## config.mk

```make
export PLATFORM = sky130hd
export DESIGN_NAME = line_state_recog
export DESIGN_NICKNAME = d
export VERILOG_FILES = /design/src/rtl/slr_pkg.sv /design/src/rtl/slr_run_track.sv /design/src/rtl/slr_state.sv /design/src/rtl/slr_status_pack.sv /design/src/rtl/line_state_recog.sv
export SDC_FILE = /design/constraint.sdc
export NUM_CORES = 1
export LEC_CHECK = 0
export BUFFER_PORTS_ARGS = -buffer_cell sky130_fd_sc_hd__clkbuf_2
export CAP_MARGIN = 30
export CORE_ASPECT_RATIO = 0.6
export CORE_UTILIZATION = 45
export CTS_CLUSTER_DIAMETER = 50
export DETAILED_ROUTE_END_ITERATION = 16
export PLACE_DENSITY_LB_ADDON = 0.12
export SYNTH_ARGS = -nofsm -noshare
export SYNTH_HDL_FRONTEND = slang
export SYNTH_HIERARCHICAL = 1
export SYNTH_SLANG_ARGS = --single-unit
```

## constraint.sdc

```tcl
create_clock -name clk -period 2.9 [get_ports clk]
set_input_delay 0.145 -clock clk [delete_from_list [all_inputs] [get_ports clk]]
set_output_delay 0.145 -clock clk [all_outputs]
set_load 0.01 [all_outputs]
```

## src/rtl/slr_pkg.sv

```systemverilog
package slr_pkg;

    typedef enum logic [2:0] {
        CLS_QUIET     = 3'd0,
        CLS_HALT      = 3'd1,
        CLS_MASTER    = 3'd2,
        CLS_IDLE      = 3'd3,
        CLS_ACT_START = 3'd4,
        CLS_DATA      = 3'd5,
        CLS_OTHER     = 3'd6,
        CLS_RSVD      = 3'd7
    } pair_cls_e;

    typedef enum logic [2:0] {
        LS_NOISE  = 3'd0,
        LS_ACTIVE = 3'd1,
        LS_UNDEF  = 3'd2,
        LS_IDLE4  = 3'd3,
        LS_QUIET  = 3'd4,
        LS_MASTER = 3'd5,
        LS_HALT   = 3'd6,
        LS_IDLE16 = 3'd7
    } line_st_e;

    localparam int CNT_W = 3;

    typedef struct packed {
        logic [4:0]       rev;
        logic             sd_n;
        logic [1:0]       prev;
        line_st_e         cur;
        logic             act;
        logic             unkn;
        logic [CNT_W-1:0] cnt;
    } status_t;

    function automatic logic is_run_cls(input pair_cls_e c);
        return (c == CLS_QUIET) || (c == CLS_HALT) ||
               (c == CLS_MASTER) || (c == CLS_IDLE);
    endfunction

    function automatic line_st_e run_target(input pair_cls_e c);
        line_st_e t;
        case (c)
            CLS_HALT:   t = LS_HALT;
            CLS_MASTER: t = LS_MASTER;
            CLS_IDLE:   t = LS_IDLE16;
            default:    t = LS_QUIET;
        endcase
        return t;
    endfunction

    function automatic logic is_latched_st(input line_st_e s);
        logic [2:0] b;
        b = s;
        return b[2];
    endfunction

    function automatic logic [1:0] prev_code(input line_st_e s);
        logic [2:0] b;
        b = s;
        return b[1:0];
    endfunction

endpackage

```

## src/rtl/slr_run_track.sv

```systemverilog
module slr_run_track
    import slr_pkg::*;
#(
    parameter int RUN_PAIRS = 8
) (
    input  logic             clk,
    input  logic             rst,
    input  logic             pair_vld,
    input  pair_cls_e        cls,
    output logic [CNT_W-1:0] cnt,
    output logic [CNT_W-1:0] cnt_nxt
);
    localparam logic [CNT_W-1:0] CNT_MAX = CNT_W'(RUN_PAIRS - 1);

    pair_cls_e        last_q;
    logic [CNT_W-1:0] cnt_q;
    logic             like;

    assign like = is_run_cls(cls) && (cls == last_q);

    always_comb begin
        if (!like)
            cnt_nxt = '0;
        else if (cnt_q >= CNT_MAX)
            cnt_nxt = CNT_MAX;
        else
            cnt_nxt = cnt_q + 1'b1;
    end

    always_ff @(posedge clk) begin
        if (rst) begin
            cnt_q  <= '0;
            last_q <= CLS_RSVD;
        end else if (pair_vld) begin
            cnt_q  <= cnt_nxt;
            last_q <= cls;
        end
    end

    assign cnt = cnt_q;

endmodule

```

## src/rtl/slr_state.sv

```systemverilog
module slr_state
    import slr_pkg::*;
#(
    parameter int RUN_PAIRS        = 8,
    parameter int IDLE_SHORT_PAIRS = 2,
    parameter int NOISE_PAIRS      = 8
) (
    input  logic             clk,
    input  logic             rst,
    input  logic             pair_vld,
    input  pair_cls_e        cls,
    input  logic [CNT_W-1:0] cnt_nxt,
    output line_st_e         cur,
    output logic [1:0]       prev,
    output logic             unkn
);
    localparam int UW = $clog2(NOISE_PAIRS + 1);

    line_st_e      cur_q, cur_n, tgt;
    logic [1:0]    prev_q;
    logic          unkn_q, unkn_n;
    logic [UW-1:0] ucnt_q, ucnt_n;
    logic          commit, go_unknown;

    always_comb begin
        cur_n      = cur_q;
        unkn_n     = unkn_q;
        ucnt_n     = ucnt_q;
        commit     = 1'b0;
        go_unknown = 1'b0;
        tgt        = cur_q;
        if (cls == CLS_ACT_START) begin
            commit = 1'b1;
            tgt    = LS_ACTIVE;
        end else if (cls == CLS_DATA && cur_q == LS_ACTIVE && !unkn_q) begin
            commit = 1'b0;
        end else if (is_run_cls(cls)) begin
            if (cls == CLS_IDLE) begin
                if (int'(cnt_nxt) >= RUN_PAIRS - 1) begin
                    commit = 1'b1;
                    tgt    = LS_IDLE16;
                end else if (int'(cnt_nxt) >= IDLE_SHORT_PAIRS - 1) begin
                    commit = 1'b1;
                    tgt    = LS_IDLE4;
                end else begin
                    go_unknown = 1'b1;
                end
            end else if (int'(cnt_nxt) == RUN_PAIRS - 1) begin
                commit = 1'b1;
                tgt    = run_target(cls);
            end else begin
                go_unknown = 1'b1;
            end
        end else if (!(cur_q == LS_NOISE && !unkn_q)) begin
            go_unknown = 1'b1;
        end

        if (commit) begin
            cur_n  = tgt;
            unkn_n = 1'b0;
            ucnt_n = '0;
        end else if (go_unknown) begin
            ucnt_n = unkn_q ? ucnt_q + 1'b1 : UW'(1);
            if (int'(ucnt_n) >= NOISE_PAIRS) begin
                cur_n  = LS_NOISE;
                unkn_n = 1'b0;
                ucnt_n = '0;
            end else begin
                unkn_n = 1'b1;
            end
        end
    end

    always_ff @(posedge clk) begin
        if (rst) begin
            cur_q  <= LS_QUIET;
            prev_q <= 2'b00;
            unkn_q <= 1'b1;
            ucnt_q <= '0;
        end else if (pair_vld) begin
            if (cur_n != cur_q && is_latched_st(cur_q))
                prev_q <= prev_code(cur_q);
            cur_q  <= cur_n;
            unkn_q <= unkn_n;
            ucnt_q <= ucnt_n;
        end
    end

    assign cur  = cur_q;
    assign prev = prev_q;
    assign unkn = unkn_q;

endmodule

```

## src/rtl/slr_status_pack.sv

```systemverilog
module slr_status_pack
    import slr_pkg::*;
#(
    parameter logic [4:0] REV_ID = 5'h1F
) (
    input  logic             clk,
    input  logic             rst,
    input  logic             sig_det,
    input  line_st_e         cur,
    input  logic [1:0]       prev,
    input  logic             unkn,
    input  logic [CNT_W-1:0] cnt,
    output logic [15:0]      word
);
    logic    sd_n_q;
    status_t st;

    always_ff @(posedge clk) begin
        if (rst)
            sd_n_q <= 1'b1;
        else
            sd_n_q <= ~sig_det;
    end

    always_comb begin
        st.rev  = REV_ID;
        st.sd_n = sd_n_q;
        st.prev = prev;
        st.cur  = cur;
        st.act  = (cur == LS_ACTIVE);
        st.unkn = unkn;
        st.cnt  = cnt;
    end

    assign word = st;

endmodule

```

## src/rtl/line_state_recog.sv

```systemverilog
module line_state_recog
    import slr_pkg::*;
#(
    parameter logic [4:0] REV_ID           = 5'h1F,
    parameter int         RUN_PAIRS        = 8,
    parameter int         IDLE_SHORT_PAIRS = 2,
    parameter int         NOISE_PAIRS      = 8
) (
    input  logic        clk,
    input  logic        rst,
    input  logic        pair_vld,
    input  logic [2:0]  pair_cls,
    input  logic        sig_det,
    output logic [15:0] status
);
    pair_cls_e        cls;
    logic [CNT_W-1:0] cnt, cnt_nxt;
    line_st_e         cur;
    logic [1:0]       prev;
    logic             unkn;

    assign cls = pair_cls_e'(pair_cls);

    slr_run_track #(.RUN_PAIRS(RUN_PAIRS)) u_run (
        .clk     (clk),
        .rst     (rst),
        .pair_vld(pair_vld),
        .cls     (cls),
        .cnt     (cnt),
        .cnt_nxt (cnt_nxt)
    );

    slr_state #(
        .RUN_PAIRS       (RUN_PAIRS),
        .IDLE_SHORT_PAIRS(IDLE_SHORT_PAIRS),
        .NOISE_PAIRS     (NOISE_PAIRS)
    ) u_state (
        .clk     (clk),
        .rst     (rst),
        .pair_vld(pair_vld),
        .cls     (cls),
        .cnt_nxt (cnt_nxt),
        .cur     (cur),
        .prev    (prev),
        .unkn    (unkn)
    );

    slr_status_pack #(.REV_ID(REV_ID)) u_pack (
        .clk    (clk),
        .rst    (rst),
        .sig_det(sig_det),
        .cur    (cur),
        .prev   (prev),
        .unkn   (unkn),
        .cnt    (cnt),
        .word   (status)
    );

endmodule

```

==> results, run 1 <==
- The kind of cell with the highest combined delay along the critical path is simple AND/OR/NAND/NOR gates.
- Among all stages on the critical path, the largest delay is contributed by sky130_fd_sc_hd__or4_1.
- The overall die area is 2850 um^2.
- For this configuration, the core starts out at a cell density of 51.0%.
- The final wirelength is 2440 um.
- The worst clock skew on the final layout is 3.73 ps.
- The largest stage delay on the critical path is 590 ps.
- The gate count after technology mapping is 140.
- CTS built an H-tree with a depth of 1.
- The cell area power density is 399 nW/um^2.
- The number of pins with negative max-slew slack in the final report was 0.
- The worst setup path is captured at a register.
- The repair_antennas step left the layout with diodes totalling 0.
- The die is 68.3 um wide.
- Buffers inserted during clock tree synthesis total 3.
- The last weighted congestion value of the routability-driven placer is 0.869.
- In this run, distinct cell masters in the synthesized netlist total 44.
- Dividing the detail-routed wire length by the instance count gives 13.7 um.
- The number of rows in the core area is 13.
- Together, buffers and inverters on the worst path number 0.
- The most common cell in the netlist is sky130_fd_sc_hd__dfxtp_1.
- During synthesis, Yosys emitted a total of 6 warnings.
- The maximum resistive drop on vdd is 0.000251 V.
- The synthesized design spends more area on one cell type than any other, namely sky130_fd_sc_hd__dfxtp_1.
- The number of buffers inserted to repair setup after CTS is 0.
- The average instance in the mapped netlist occupies 8.47 um^2.
- Data on the critical path is required at its endpoint by 3040 ps.
- Static timing analysis puts the maximum clock frequency at 0.367 GHz.
- The filler-free cell count of the finished design is 178.
- The area share of the largest cell type after synthesis is 28.7%.
- The layout overhead on the synthesized area is 5.59%.
- Setup repair after global routing left no endpoint under its margin.
- Input and output buffers added on the ports amount to 17.
- Dividing the detail-routed via count by the number of cells gives 5.70.
- The commonest cells after synthesis are sky130_fd_sc_hd__dfxtp_1, sky130_fd_sc_hd__buf_4, sky130_fd_sc_hd__nor2_1, sky130_fd_sc_hd__a21oi_1, sky130_fd_sc_hd__nand2b_1.
- Data on the critical path arrives at its endpoint at 2860 ps.
- The number of global-route vias before repair is 762.
- The global-route wire length before repair is 3720 um.
- The final worst-path cycle share is 93.9%.
- CTS saw 17 sinks.
- The final layout contains 159 nets.
- The number of failing hold endpoints at the final stage is 0.
- The number of fill cells is 208.
- In the routed design, unresolved DRC markers number 0.
- The detailed-route via count is 1014.
- The number of ports placed on the die boundary is 23.
- Sequential cells were found to cover 28.7% of the synthesized design area.
- In this run, synthesis produced a sequential element count of 17.
- The share of cells above drive strength 1 is 23.6%.
- The number of DRC violations after detailed-routing iteration 0 is 105.
- The kind of critical path is reg2reg.
- Of all nets on the critical path, the largest fanout is 8.
- Once detail routing completed, the nets flagged for antenna violations numbered 0.
- The HPWL after detailed placement is 1830 um.
- The startpoint type of the worst setup path is a register.
- The tightest min-delay check is of the in2reg type.
- Measured along the y axis, the die boundary spans 41.8 um.
- The max-cap check violation count is 0.
- The final-report setup violation count is 0.
- The root buffer cell chosen for the clock tree is sky130_fd_sc_hd__clkbuf_8.
- For this run, the detailed router's first-pass iteration total came to 6.
- The initial antenna violation count is 0.
- The number of enable flip-flop cells after synthesis is 0.
- At the pin with the least slew margin, the transition time is 530 ps.
- The clock tree from TritonCTS is done.
- The main flop type after synthesis is sky130_fd_sc_hd__dfxtp_1.
- In this run the standard cell core region covers 2330 um^2.
- The clock slew at the register clock pins of the worst setup and hold paths is 70 ps.
- The total negative slack for setup checks is 0 ps.
- The fraction of registers with async set or reset after synthesis is 0%.
- Yosys attributes the largest share of cell area to sky130_fd_sc_hd__dfxtp_1, sky130_fd_sc_hd__buf_4, sky130_fd_sc_hd__a211o_1.
- The mapped netlist covers 1190 um^2.
- The worst-case clock buffer depth is 2.
- The leakage power is 0.497 nW.
- The flow ran to the end, and the final reports show no timing, DRC or antenna violations.
- The clock reaches the later pin of the worst-skew pair after 250 ps.
- Traced cell by cell, the critical path runs through xor2_1 -> or4_1 -> nor2_2 -> a21oi_1 -> nor4bb_1 -> o32ai_1 -> a32oi_2 -> a211oi_2 -> o2bb2ai_1.
- The worst slew margin relative to its limit is 64.6%.
- For this run the aggregate overflow at the end of global routing stands at 0.
- Global routing consumed, over all layers together, 17.6% of the routing resources.
- The worst path in the final design needs a cycle of 2720 ps, including I/O delays and setup.
- Final hold analysis gives a worst-case slack of 56.2 ps.
- Entering global routing, the biggest net connects 20 pins.
- The number of placed cells counting well taps is 174.
- At the end of the flow the core is filled with cells to 53.8%.
## path summary, 6_finish.rpt
kind                startpoint                 to  slack, ps  cells after the start
max            u_run/last_q[1]    u_state/prev[0]        180                      9
min                    sig_det      u_pack/sd_n_q         60                      2
min reg2reg  u_state/ucnt_q[1]  u_state/ucnt_q[1]        480                      2
max reg2reg    u_run/last_q[1]    u_state/prev[0]        180                      9
## repair_timing
action / CTS / global route
hold buffers: 0 / 0
endpoints found under the setup margin: 0 / 2
gates resized for setup: 0 / 1
hold endpoints to repair: 0 / 0
## metrics by stage
stage	instance area (um^2)	setup WS, ps	total power [mW]
floorplan	1200	464	0.314
global placement	1200	226	0.325
CTS	1250	95.9	0.504
detailed placement	1200	164	0.326
finish	1250	178	0.500
global route	1250	8.97	0.533
## registers in the layout (all words and copies together), names as in the netlist
signal	cells
u_run/last_q	3
u_pack/sd_n_q	1
u_state/prev	2
u_state/cur	3
u_run/cnt	3
u_state/ucnt_q	4
u_state/unkn	1
## cell families (layout without fill, tap and decap cells)
family	Yosys count	in the layout	share of synthesized area (%)
XOR/XNOR	3	3	2.22
other	1	5	0.316
buffers and inverters	25	29	13.8
AO/OA/AOI/OAI	37	37	25.2
adder cells (fa/ha/maj)	3	3	3.16
AND/OR/NAND/NOR	54	54	26.6
flip-flops	17	17	28.7
## placed cells by master, fill, tap and decap left out, types with 2 or more instances in the layout
cell type	n
sky130_fd_sc_hd__clkbuf_2	17
sky130_fd_sc_hd__dfxtp_1	17
sky130_fd_sc_hd__nor2_1	10
sky130_fd_sc_hd__nand2b_1	8
sky130_fd_sc_hd__a21oi_1	8
sky130_fd_sc_hd__nand2_1	7
sky130_fd_sc_hd__a211o_1	6
sky130_fd_sc_hd__o21ai_0	6
sky130_fd_sc_hd__conb_1	5
sky130_fd_sc_hd__o32ai_1	5
sky130_fd_sc_hd__nor2b_1	5
sky130_fd_sc_hd__buf_4	4
sky130_fd_sc_hd__inv_1	4
sky130_fd_sc_hd__clkbuf_8	3
sky130_fd_sc_hd__nor3_1	3
sky130_fd_sc_hd__ha_1	3
sky130_fd_sc_hd__nand3_1	3
sky130_fd_sc_hd__nor3b_2	2
sky130_fd_sc_hd__xor2_1	2
sky130_fd_sc_hd__nand2_2	2
sky130_fd_sc_hd__a31oi_1	2
sky130_fd_sc_hd__nand3b_1	2
sky130_fd_sc_hd__o2bb2ai_1	2
## final cells by class
type	count	area (um^2)	area share [%]
Multi-Input combinational cell	102	699	55.8
Timing Repair Buffer	21	115	9.19
Clock buffer	4	45.0	3.60
Tap cell	30	37.5	3.00
Inverter	4	15.0	1.20
Sequential cell	17	340	27.2
## layer usage
layer / share of wire, % / vias up / global-route usage [%]
met5: 0 / - / 0
met4: 0 / 0 / 2.92
met3: 5.5 / 0 / 5.77
met2: 40 / 38 / 22.7
met1: 54 / 473 / 27.5
li1: - / 503 / -
## report_power, final
| group | leakage [nW] | total, mW | internal, mW | switching, mW |
|---|---|---|---|---|
| Combinational | 0.336 | 0.0713 | 0.0299 | 0.0414 |
| Clock | 0.0228 | 0.178 | 0.0975 | 0.0805 |
| Sequential | 0.139 | 0.251 | 0.242 | 0.00859 |
Power figures use the tool's default switching activity.
==> run 2, diff against run 1 <==
--- a/config.mk
+++ b/config.mk
@@ -5,6 +5,7 @@
 export SDC_FILE = /design/constraint.sdc
 export NUM_CORES = 1
 export LEC_CHECK = 0
+export ABC_AREA = 1
 export BUFFER_PORTS_ARGS = -buffer_cell sky130_fd_sc_hd__clkbuf_2
 export CAP_MARGIN = 30
 export CORE_ASPECT_RATIO = 0.6
==> results, run 2 <==
- The synthesized design spends more area on one cell type than any other, namely sky130_fd_sc_hd__dfxtp_1.
- The yosys synthesis warning count came to 6 (unchanged).
- The instance area after placement is 1320 um^2 (+9.8%).
- The total negative slack for setup checks was 0 ps (unchanged).
- The final worst-path cycle share is 81.7% (-12 points).
- The max-cap check violation count came to 0 (unchanged).
- For this run, the leading register cell type out of synthesis is sky130_fd_sc_hd__dfxtp_1.
- Leaving out fill and tap cells, the most frequent cell in the layout is sky130_fd_sc_hd__nand2_1.
- The hold-critical path depth is 2 (unchanged).
- The aggregate global-route resource usage came to 19.6% (+2.1 points).
- The number of global-route vias before repair came to 1003 (+32%).
- The count of nets left with antenna violations after detail routing is 0 (unchanged).
- The sequential share of power was 45.2% (-4.9 points).
- The sum of overflow across all layers after global routing is 0 (unchanged).
- The DRC violation count after routing is 0 (unchanged).
- The internal power is 0.395 mW (+6.9%).
- The wire length per cell after detailed routing came to 11.5 um (-16%).
- The number of port buffers is 17 (unchanged).
- The filler-free cell count of the finished design is 243 (+37%).
- The HPWL after detailed placement came to 2190 um (+20%).
- The clock tree from TritonCTS is done.
- The maximum clock frequency is 0.422 GHz (+15%).
- The worst setup slack for register-to-register paths is 530 ps (+350 ps).
- The number of ports placed on the die boundary was 23 (unchanged).
- The average instance area after synthesis came to 6.42 um^2 (-24%).
- The clock latency at the later pin of the worst-skew pair was 260 ps (about the same).
- The kind of critical path is reg2reg.
- The library cells used most frequently in the layout, excluding fill and tap cells, are sky130_fd_sc_hd__nand2_1, sky130_fd_sc_hd__inv_1, sky130_fd_sc_hd__nand3_1.
- The number of placed cells counting well taps came to 239 (+37%).
- The share of power burned in combinational logic is 23.7% (+9.4 points).
- The capturing element type of the critical path is a register.
- The post-route minimum period is 2370 ps (-354 ps).
- The final wirelength is 2790 um (+15%).
- The startpoint type of the worst setup path is a register.
- The number of flip-flops under the largest register name came to 4 (unchanged).
- The gate count after technology mapping is 203 (+45%).
- The height of the chip came to 43.7 um (+4.6%).
- The number of cells traversed by the worst register-to-register path is 21 (+12).
- The cell with the largest stage delay on the worst path is sky130_fd_sc_hd__dfxtp_1.
- The overall die area is 3120 um^2 (+9.5%).
- The maximum resistive drop on vdd came to 0.000191 V (-24%).
- The initial antenna violation count was 0 (unchanged).
- The clock slew at the register clock pins of the worst setup and hold paths is 70 ps (about the same).
- The via density per instance came to 5.28 (-7.4%).
- The number of diodes is 0 (unchanged).
- The final standard cell area without fillers was 1370 um^2 (+9.2%).
- The placeable core region was 2630 um^2 (+13%).
- The horizontal die dimension was 71.5 um (+4.7%).
- The critical path arrival is 2560 ps (-300 ps).
- The total net switching power is 0.194 mW (+49%).
- The H-tree depth is 1 (unchanged).
- In this run the critical register-to-register path is captured at u_state/prev[0].
- The critical path goes through ha_1 -> ha_1 -> inv_1 -> nand3_1 -> nand3_2 -> inv_1 -> nor2_1 -> nand2_1 -> nand2_2 -> nand2_2 -> nand2_4 -> nand2_4 -> nor2_1 -> nand2_1 -> nand3_1 -> nand2_1 -> nor2_1 -> nand2_1 -> nand3_1 -> nand2_1 -> nor2_1.
- The post-cts repair resize count is 0 (unchanged).
- The number of buffers inserted to repair setup after CTS was 0 (unchanged).
- The post-synthesis instance area was 1300 um^2 (+9.9%).
- The share of cells above drive strength 1 came to 24.6% (+1.0 points).
- The most common cell in the netlist is sky130_fd_sc_hd__nand2_1.
- The critical path launch point is u_run/cnt[0].
- The number of enable flip-flop cells after synthesis was 0 (unchanged).
- The number of iterations in the first detailed-routing pass was 4 (-2).
- Counting stages on the worst path, the most repeated cell is sky130_fd_sc_hd__nand2_1.
- The post-synthesis register bit count came to 17 (unchanged).
- The final-report setup violation count is 0 (unchanged).
- The last weighted congestion value of the routability-driven placer is 0.840 (-3.4%).
- The fraction of power spent switching nets is 33.0% (+6.9 points).
- The fraction of registers with async set or reset after synthesis is 0% (unchanged).
- The critical hold path startpoint is sig_det.
- The net total in the final layout is 222 (+40%).
- The detailed-route via count is 1282 (+26%).
- The cell chosen for the clock root is sky130_fd_sc_hd__clkbuf_8.
- The clock network fraction of total power is 31.1% (-4.5 points).
- The required time of the critical path is 3100 ps (+60 ps).
- The TritonCTS sink count came to 17 (unchanged).
- The run finished with clean final reports.
- The number of buffers inserted during clock tree synthesis was 3 (unchanged).
- The layout overhead on the synthesized area is 4.89%.
- The startpoint of the worst-slack reg-to-reg timing path is u_run/cnt[0].
- Ranked by instance count, the synthesized netlist is headed by sky130_fd_sc_hd__nand2_1, sky130_fd_sc_hd__inv_1, sky130_fd_sc_hd__nand3_1, sky130_fd_sc_hd__dfxtp_1.
- The leakage power is 0.757 nW (+52%).
- The path with the worst hold slack has its endpoint at u_pack/sd_n_q.
- The biggest fanout along the worst timing path came to 9 (+1).
- The number of pins with negative max-slew slack in the final report is 0 (unchanged).
- The min-delay analysis places its worst path in the category in2reg.
- The maximum number of pins on one net before global-route repair is 16 (-20%).
- The global-route wire length before repair was 4530 um (+22%).
- The worst clock skew on the final layout was 6.45 ps (+2.72 ps).
- Setup repair after global routing left no endpoint under its margin.
- The post-route total power was 0.589 mW (+18%).
- The most flop-heavy register is u_state/ucnt_q.
- The largest stage delay on the critical path came to 350 ps (-240 ps).
- The number of hold buffers added after cts was 0 (unchanged).
- The worst-case clock buffer depth is 2 (unchanged).
- The number of rows in the core area came to 14 (+1).
- Yosys attributes the largest share of cell area to sky130_fd_sc_hd__dfxtp_1, sky130_fd_sc_hd__nand2_1, sky130_fd_sc_hd__buf_4.
- The cell area power density is 431 nW/um^2 (+8.0%).
- The starting density of the core is 49.6% (-1.4 points).
- The unique cell type count in the Yosys netlist came to 27 (-39%).
- The post-synthesis sequential area ratio was 26.1% (-2.6 points).
- The number of failing hold endpoints at the final stage is 0 (unchanged).
- The number of DRC violations after detailed-routing iteration 0 came to 93 (-11%).
- The area share of the largest cell type after synthesis came to 26.1% (-2.6 points).
[run 2: metrics by stage]
stage | setup WS [ps] | hold slack [ps] | util, %
floorplan | 794 | 214 | -
global placement | 647 | 304 | 50.3
detailed placement | 562 | 313 | 50.3
CTS | 540 | 43.8 | 52.0
global route | 280 | 57.4 | 52.0
finish | 532 | 43.0 | 52.0
[run 2: worst max-delay path: cells and delay by family (launching register included)]
kind                       cells  cell delay, ps
DFF                            1             350
buffers and inverters          2             150
and+or+nand+nor               17            1420
adders and majority gates      2             380
[run 2: cell families (layout without fill, tap and decap cells)]
group           Yosys count  in the layout  synth area share (%)
other cells               1              5                 0.288
simple gates            109            109                  41.5
fa+ha+maj                 3              3                  2.88
buf+inv                  49             53                  18.5
compound gates           24             24                  10.7
flops                    17             17                  26.1
[run 2: how the worst max path moves through the flow]
stage | end | slack [ps] | cells after the start
global route | u_state/prev[0] | 280 | 21
CTS | u_state/prev[0] | 540 | 21
global placement | u_state/prev[0] | 650 | 21
floorplan | u_state/prev[0] | 790 | 18
finish | u_state/prev[0] | 530 | 21
detailed placement | u_state/prev[0] | 560 | 21
[run 2: cell type report]
type | count | area, um^2
timing repair buffer | 17 | 85.1
inverter | 32 | 120
multi-input combinational | 141 | 737
fill | 268 | 1260
clock buffer | 4 | 45.0
tap | 32 | 40.0
sequential | 17 | 340
[run 2: routing by layer]
| metal | up-vias | global-route usage, % | wire (um) |
|---|---|---|---|
| met2 | 62 | 32.4 | 1160 |
| li1 | 644 | - | - |
| met3 | 0 | 5.58 | 208 |
| met1 | 576 | 25.6 | 1420 |
| met4 | 0 | 5.49 | 0 |
| met5 | - | 0 | 0 |
[run 2: power by group through the flow]
stage,logic (mW),registers (mW),clock network [mW]
after global routing,0.157,0.269,0.204
after global placement,0.135,0.271,0
final,0.140,0.266,0.183
after CTS,0.139,0.266,0.191
after floorplan,0.122,0.266,0
after detailed placement,0.139,0.272,0
